===== config.mk =====
export PLATFORM = sky130hd
export DESIGN_NAME = lcd_pwr_seq
export DESIGN_NICKNAME = d
export VERILOG_FILES = /design/src/rtl/lps_pkg.sv /design/src/rtl/lps_ms_timer.sv /design/src/rtl/lps_wr_port.sv /design/src/rtl/lps_step_rom.sv /design/src/rtl/lcd_pwr_seq.sv
export SDC_FILE = /design/constraint.sdc
export NUM_CORES = 1
export LEC_CHECK = 0
export ABC_AREA = 1
export BUFFER_PORTS_ARGS = -buffer_cell sky130_fd_sc_hd__buf_4
export CAP_MARGIN = 20
export CORE_AREA = 10 10 129 131
export DETAILED_ROUTE_END_ITERATION = 10
export DIE_AREA = 0 0 139 141
export GPL_ROUTABILITY_DRIVEN = 1
export SYNTH_ARGS = -nofsm -noshare
export SYNTH_HDL_FRONTEND = slang
export SYNTH_SLANG_ARGS = --single-unit

===== constraint.sdc =====
create_clock -name clk -period 6.8 [get_ports clk]
set_input_delay 1.36 -clock clk [delete_from_list [all_inputs] [get_ports clk]]
set_output_delay 1.36 -clock clk [all_outputs]
set_load 0.03 [all_outputs]

===== src/rtl/lps_pkg.sv =====
package lps_pkg;
  localparam int AW = 3;
  localparam int DW = 8;
  localparam int IW = 5;
  localparam int LONGEST_MS = 34;

  typedef enum logic [1:0] {SEQ_COLD, SEQ_WARM, SEQ_DOWN} seq_e;
  typedef enum logic [1:0] {K_WR, K_MS, K_VC, K_END} kind_e;

  typedef struct packed {
    kind_e           kind;
    logic [AW-1:0]   addr;
    logic [DW-1:0]   data;
  } step_t;

  localparam logic [AW-1:0] A_RES = 3'd0;
  localparam logic [AW-1:0] A_PHS = 3'd1;
  localparam logic [AW-1:0] A_PW0 = 3'd3;
  localparam logic [AW-1:0] A_PW1 = 3'd4;
  localparam logic [AW-1:0] A_IFC = 3'd6;
  localparam logic [AW-1:0] A_POL = 3'd7;

  localparam logic [DW-1:0] VBASE_UP = 8'h04;
  localparam logic [DW-1:0] VBASE_DN = 8'h14;

  function automatic logic [DW-1:0] phase_code(logic qvga, logic [3:0] trim,
                                               logic vld, logic [3:0] qv_def);
    if (qvga)     return {3'b000, qv_def, 1'b1};
    else if (vld) return {3'b000, trim, 1'b1};
    else          return 8'h01;
  endfunction

  function automatic logic [DW-1:0] vcom_code(logic [DW-1:0] trim, logic vld,
                                              logic [DW-1:0] def);
    return vld ? trim : def;
  endfunction

  function automatic step_t mk(kind_e k, logic [AW-1:0] a, logic [DW-1:0] d);
    step_t s;
    s.kind = k;
    s.addr = a;
    s.data = d;
    return s;
  endfunction

  function automatic step_t step_at(seq_e seq, logic [IW-1:0] idx,
                                    logic [DW-1:0] ph, logic [DW-1:0] res,
                                    logic [DW-1:0] vc);
    step_t s;
    s = mk(K_END, '0, '0);
    case (seq)
      SEQ_COLD: case (int'(idx))
        0:  s = mk(K_WR, A_IFC, 8'h1F);
        1:  s = mk(K_WR, A_PW0, 8'h03);
        2:  s = mk(K_WR, A_PW1, 8'h00);
        3:  s = mk(K_WR, A_PW1, 8'h04);
        4:  s = mk(K_MS, '0,    8'd3);
        5:  s = mk(K_WR, A_PW0, 8'h07);
        6:  s = mk(K_WR, A_IFC, 8'h09);
        7:  s = mk(K_VC, '0,    vc);
        8:  s = mk(K_WR, A_PW0, 8'h17);
        9:  s = mk(K_WR, A_PW1, 8'h06);
        10: s = mk(K_MS, '0,    8'd2);
        11: s = mk(K_WR, A_IFC, 8'h01);
        12: s = mk(K_WR, A_PW0, 8'h1F);
        13: s = mk(K_WR, A_PW1, 8'h07);
        14: s = mk(K_WR, A_IFC, 8'h00);
        15: s = mk(K_WR, A_PHS, ph);
        16: s = mk(K_WR, A_POL, 8'h00);
        17: s = mk(K_MS, '0,    8'd1);
        18: s = mk(K_WR, A_RES, res);
        default: s = mk(K_END, '0, '0);
      endcase
      SEQ_WARM: case (int'(idx))
        0:  s = mk(K_WR, A_PHS, ph);
        1:  s = mk(K_WR, A_RES, res);
        default: s = mk(K_END, '0, '0);
      endcase
      SEQ_DOWN: case (int'(idx))
        0:  s = mk(K_MS, '0,    8'(LONGEST_MS));
        1:  s = mk(K_WR, A_PW1, 8'h06);
        2:  s = mk(K_WR, A_IFC, 8'h08);
        3:  s = mk(K_WR, A_PW0, 8'h14);
        4:  s = mk(K_VC, '0,    8'h00);
        5:  s = mk(K_WR, A_PW1, 8'h04);
        6:  s = mk(K_WR, A_PW0, 8'h04);
        7:  s = mk(K_WR, A_IFC, 8'h1E);
        8:  s = mk(K_WR, A_PW0, 8'h00);
        9:  s = mk(K_WR, A_PW1, 8'h00);
        default: s = mk(K_END, '0, '0);
      endcase
      default: s = mk(K_END, '0, '0);
    endcase
    return s;
  endfunction
endpackage


===== src/rtl/lps_ms_timer.sv =====
module lps_ms_timer #(
  parameter int CYC_PER_MS = 50000,
  parameter int MAX_MS     = 34,
  parameter int MSW        = 8
) (
  input  logic           clk,
  input  logic           rst_n,
  input  logic           go,
  input  logic [MSW-1:0] ms,
  output logic           run,
  output logic           expire
);
  localparam int CW = $clog2(MAX_MS * CYC_PER_MS + 1);

  logic [CW-1:0] cnt_q;

  function automatic logic [CW-1:0] span(logic [MSW-1:0] m);
    return CW'(m) * CW'(CYC_PER_MS) - CW'(1);
  endfunction

  assign expire = run && (cnt_q == '0);

  always_ff @(posedge clk or negedge rst_n) begin
    if (!rst_n) begin
      run   <= 1'b0;
      cnt_q <= '0;
    end else if (go) begin
      run   <= 1'b1;
      cnt_q <= span(ms);
    end else if (run) begin
      if (cnt_q == '0) run <= 1'b0;
      else             cnt_q <= cnt_q - CW'(1);
    end
  end
endmodule


===== src/rtl/lps_wr_port.sv =====
module lps_wr_port #(
  parameter int AW = 3,
  parameter int DW = 8
) (
  input  logic          clk,
  input  logic          rst_n,
  input  logic          load,
  input  logic [AW-1:0] ld_addr,
  input  logic [DW-1:0] ld_data,
  input  logic          wr_ready,
  output logic          wr_valid,
  output logic [AW-1:0] wr_addr,
  output logic [DW-1:0] wr_data,
  output logic          free
);
  assign free = !wr_valid || wr_ready;

  always_ff @(posedge clk or negedge rst_n) begin
    if (!rst_n) begin
      wr_valid <= 1'b0;
      wr_addr  <= '0;
      wr_data  <= '0;
    end else if (load) begin
      wr_valid <= 1'b1;
      wr_addr  <= ld_addr;
      wr_data  <= ld_data;
    end else if (wr_ready) begin
      wr_valid <= 1'b0;
    end
  end
endmodule


===== src/rtl/lps_step_rom.sv =====
module lps_step_rom
  import lps_pkg::*;
(
  input  seq_e          seq,
  input  logic [IW-1:0] idx,
  input  logic [DW-1:0] ph,
  input  logic [DW-1:0] res,
  input  logic [DW-1:0] vc,
  output step_t         cur
);
  assign cur = step_at(seq, idx, ph, res, vc);
endmodule


===== src/rtl/lcd_pwr_seq.sv =====
module lcd_pwr_seq
  import lps_pkg::*;
#(
  parameter int CLK_HZ     = 50_000_000,
  parameter int DEF_VCOM   = 125,
  parameter int QVGA_PHASE = 9
) (
  input  logic          clk,
  input  logic          rst_n,
  input  logic          pwr_on_req,
  input  logic          pwr_off_req,
  input  logic          res_qvga,
  input  logic [7:0]    vcom_trim,
  input  logic          vcom_trim_vld,
  input  logic [3:0]    phase_trim,
  input  logic          phase_trim_vld,
  output logic          wr_valid,
  input  logic          wr_ready,
  output logic [2:0]    wr_addr,
  output logic [7:0]    wr_data,
  output logic          vcom_start,
  output logic [7:0]    vcom_value,
  output logic [7:0]    vcom_base,
  input  logic          vcom_done,
  output logic          busy,
  output logic          panel_on
);
  localparam int CYC_PER_MS = CLK_HZ / 1000;

  typedef enum logic [1:0] {ST_IDLE, ST_RUN, ST_TWAIT, ST_VWAIT} st_e;

  st_e           st_q;
  seq_e          seq_q;
  logic [IW-1:0] idx_q;
  logic          qvga_q;
  logic [DW-1:0] ph_q, vc_q, res_w;
  logic          on_pend, off_pend;
  step_t         cur;

  // named events for the checker
  logic ld, tmr_go, vc_go, fin, start_up, start_dn;
  logic port_free, tmr_run, tmr_done, vc_wait;

  assign res_w    = {{(DW-1){1'b0}}, qvga_q};
  assign start_dn = (st_q == ST_IDLE) && off_pend;
  assign start_up = (st_q == ST_IDLE) && !off_pend && on_pend;
  assign vc_wait  = (st_q == ST_VWAIT);
  assign busy     = (st_q != ST_IDLE);

  lps_step_rom u_rom (
    .seq (seq_q),
    .idx (idx_q),
    .ph  (ph_q),
    .res (res_w),
    .vc  (vc_q),
    .cur (cur)
  );

  lps_ms_timer #(
    .CYC_PER_MS (CYC_PER_MS),
    .MAX_MS     (LONGEST_MS),
    .MSW        (DW)
  ) u_tmr (
    .clk    (clk),
    .rst_n  (rst_n),
    .go     (tmr_go),
    .ms     (cur.data),
    .run    (tmr_run),
    .expire (tmr_done)
  );

  lps_wr_port #(.AW(AW), .DW(DW)) u_port (
    .clk      (clk),
    .rst_n    (rst_n),
    .load     (ld),
    .ld_addr  (cur.addr),
    .ld_data  (cur.data),
    .wr_ready (wr_ready),
    .wr_valid (wr_valid),
    .wr_addr  (wr_addr),
    .wr_data  (wr_data),
    .free     (port_free)
  );

  always_comb begin
    ld     = 1'b0;
    tmr_go = 1'b0;
    vc_go  = 1'b0;
    fin    = 1'b0;
    if (st_q == ST_RUN) begin
      case (cur.kind)
        K_WR:    ld     = port_free;
        K_MS:    tmr_go = !wr_valid;
        K_VC:    vc_go  = !wr_valid;
        default: fin    = !wr_valid;
      endcase
    end
  end

  always_ff @(posedge clk or negedge rst_n) begin
    if (!rst_n) begin
      st_q       <= ST_IDLE;
      seq_q      <= SEQ_COLD;
      idx_q      <= '0;
      qvga_q     <= 1'b0;
      ph_q       <= '0;
      vc_q       <= '0;
      on_pend    <= 1'b0;
      off_pend   <= 1'b0;
      panel_on   <= 1'b0;
      vcom_start <= 1'b0;
      vcom_value <= '0;
      vcom_base  <= '0;
    end else begin
      on_pend    <= (on_pend  && !start_up) || pwr_on_req;
      off_pend   <= (off_pend && !start_dn) || pwr_off_req;
      vcom_start <= vc_go;
      if (vc_go) begin
        vcom_value <= cur.data;
        vcom_base  <= (seq_q == SEQ_DOWN) ? VBASE_DN : VBASE_UP;
      end
      case (st_q)
        ST_IDLE: if (start_dn || start_up) begin
          seq_q  <= start_dn ? SEQ_DOWN : (panel_on ? SEQ_WARM : SEQ_COLD);
          idx_q  <= '0;
          qvga_q <= res_qvga;
          ph_q   <= phase_code(res_qvga, phase_trim, phase_trim_vld, 4'(QVGA_PHASE));
          vc_q   <= vcom_code(vcom_trim, vcom_trim_vld, 8'(DEF_VCOM));
          st_q   <= ST_RUN;
        end
        ST_RUN: begin
          if (ld)          idx_q <= idx_q + IW'(1);
          else if (tmr_go) st_q  <= ST_TWAIT;
          else if (vc_go)  st_q  <= ST_VWAIT;
          else if (fin) begin
            panel_on <= (seq_q != SEQ_DOWN);
            st_q     <= ST_IDLE;
          end
        end
        ST_TWAIT: if (tmr_done) begin
          idx_q <= idx_q + IW'(1);
          st_q  <= ST_RUN;
        end
        default: if (vcom_done) begin
          idx_q <= idx_q + IW'(1);
          st_q  <= ST_RUN;
        end
      endcase
    end
  end
endmodule


==> reports/summary.txt <==
status: finished, final reports clean
CTS Root Cell: clkbuf_16
Yosys reg bits: 71
CP max-delay cell: o221ai_1
Synth Area per Inst: 7.11 um2
Die ar.: 19,600 um2
layout net count: 1,006
CTS Buffer Depth: 2
Post-DP HPWL: 13,100 um
Slew @ Worst Pin: 927 ps
clk slew on worst S/H paths: 70 ps
first-pass GRT wire length: 27,700 um
final worst-path cycle share: 0.857
clk_skew: 7.88 ps
hold crit path type: reg2reg
fmax: 172 MHz
Post-route DRC: 0
Yosys cell types: 48
setup TNS: 0 ps
n_diodes: 0
H-tree levels: 3
crit-path most repeated cell: nand2_1
# hold bufs at CTS: 0
vias in the first global route: 5,428
drt pass-1 iters: 5
CORE AREA: 14,200 um2
final setup fails: 0
CP max stage delay: 600 ps
Crit path max-delay family: adder cells
top post-synthesis cells by area: dfrtp_1, nand2_1, ha_1, inv_1, nand3_1
Finished Cell Area: 6980 um2
Gate Count Post-Synth: 870
Setup crit end kind: flip-flop
CP Max Fanout: 8
largest net degree at the start of global routing: 72
maximum capacitance violations: 0
Initial Utilization: 0.436
Warnings, synthesis: 0
post-CTS setup buffer count: 0
Critical Path RT: 7040 ps
mapped cell area: 6190 um2
Site Rows: 44
cell taking the most area after synthesis: dfrtp_1
CTS tree: built
headroom to the max-slew limit: 0.382
Hold Vio Cnt, Final: 0
CTS buffer count: 9
initial antenna violation count: 0
unrepaired setup endpoints after global routing: no
crit start category: flip-flop
max-slew violations: 0
Buf+Inv Stages, Crit Path: 7
routed wire length per instance: 14.9 um
Clock Latency Late Sink: 350 ps
PostCTS Resize Cnt: 0
post-layout min period: 5830 ps
post-synth top area share: 0.287
Avg Vias per Cell: 5.00
Port-buffer cells: 45
vias: 5,513
Die H: 141 um
register area share after synthesis: 0.287
WHS: 468 ps
share of cells above drive strength 1: 0.116
Antenna Nets Post-Route: 0
Placement Cell Area: 6660 um2
worst setup path class: reg2reg
drt total wl: 16,500 um
total gr overflow: 0
WP data arrival: 6070 ps
Sink Count: 71
synthesis-to-finish area growth: 12.9%
final core utilization: 0.492
GR Util All Layers: 0.169
DRT iter0 DRCs: 438
I/O Pins: 52
RePlAce Congestion: 0.937
Die Wd: 139 um
## synthesized netlist by cell type (all sizes together)
cell / count
o22ai: 3
buf: 14
o211ai: 2
conb: 1
inv: 119
dfrtp: 71
nand2: 274
o21ai: 60
a21oi: 17
nor2: 85
o21bai: 2
clkinv: 1
xor2: 11
fa: 12
and2: 1
or2: 5
nor4: 2
o32ai: 2
o2111ai: 1
nand4: 15
nand3b: 5
o221ai: 4
a21o: 1
nor3: 11
ha: 59
xnor2: 12
nand3: 68
a22oi: 4
and3: 1
a31oi: 2
o41ai: 1
clkbuf: 4
## layout by cell type (no fill, tap or decap), types with 3 or more instances in the layout
master,n
o21ai_0,37
xor2_1,11
dfrtp_1,71
a21oi_1,14
nand3_2,3
buf_4,46
clkbuf_16,9
or2_2,3
nor2_1,76
o22ai_1,3
nor2_2,6
o221ai_1,4
nand3b_1,5
nor3_1,10
nand3_1,62
conb_1,6
nand2_4,4
nand4_1,15
o21ai_1,22
nand3_4,3
fa_1,12
nand2_2,7
nand2_1,263
ha_1,59
a22oi_1,4
inv_1,108
xnor2_1,12
inv_2,11
a21oi_2,3
## final timing paths
kind	start	end	slack (ps)	cells past startpoint
worst max register to register	idx_q[0]	u_tmr.cnt_q[18]	970	32
worst min-delay path	u_port.wr_data[5]	u_port.wr_data[5]	470	2
worst max-delay path	idx_q[0]	u_tmr.cnt_q[18]	970	32
max in group asynchronous	rst_n	u_tmr.cnt_q[16]	5050	1
min in group asynchronous	rst_n	vc_q[3]	1130	1
worst min register to register	u_port.wr_data[5]	u_port.wr_data[5]	470	2
## per-layer routing
| metal | routed length (um) | vias to the layer above | GRT usage |
|---|---|---|---|
| met4 | 284 | 0 | 0.0505 |
| met1 | 8070 | 2513 | 0.218 |
| met5 | 0 | - | 0 |
| li1 | - | 2885 | - |
| met3 | 511 | 24 | 0.0309 |
| met2 | 7590 | 91 | 0.281 |
## layout make-up
cell class              count  area (um2)
flip-flops and latches     71        1780
fillers                  1450        7220
repair buffers             46         345
clock buffers               9         225
inverters                 120         450
multi-input cells         666        3850
well taps                 184         230
clock inverters             7         103
## tightest hold or removal path: cells and delay by family, from the launching register on
kind | cells | cell delay, ps
buf+inv | 1 | 50
simple gates | 1 | 50
flops | 1 | 340
## cell families after synthesis
kind of cell | count (synthesis) | synth area share
AO/OA/AOI/OAI | 99 | 0.0920
XOR/XNOR | 23 | 0.0326
adder cells (fa/ha/maj) | 71 | 0.158
buffers and inverters | 138 | 0.0928
flip-flops | 71 | 0.287
other | 1 | 0.000606
AND/OR/NAND/NOR | 467 | 0.337
## sequential cells by signal (all words and copies together), names as in the netlist, 2 cells and up
| register | count |
|---|---|
| u_tmr.cnt_q | 21 |
| u_port.wr_data | 8 |
| vc_q | 8 |
| vcom_value | 8 |
| idx_q | 5 |
| ph_q | 5 |
| u_port.wr_addr | 3 |
| seq_q | 2 |
| st_q | 2 |
| vcom_base | 2 |
## through the flow
stage / setup slack (ps) / cells
2_1_floorplan: 1850 / 875
3_3_place_gp: 1100 / 1087
3_5_place_dp: 1040 / 1087
4_1_cts: 1020 / 1103
5_1_grt: 527 / 1103
6_report: 974 / 1103
Power is not shown: default switching activity piles up to over one toggle a cycle in this logic, so the estimate is an artifact.
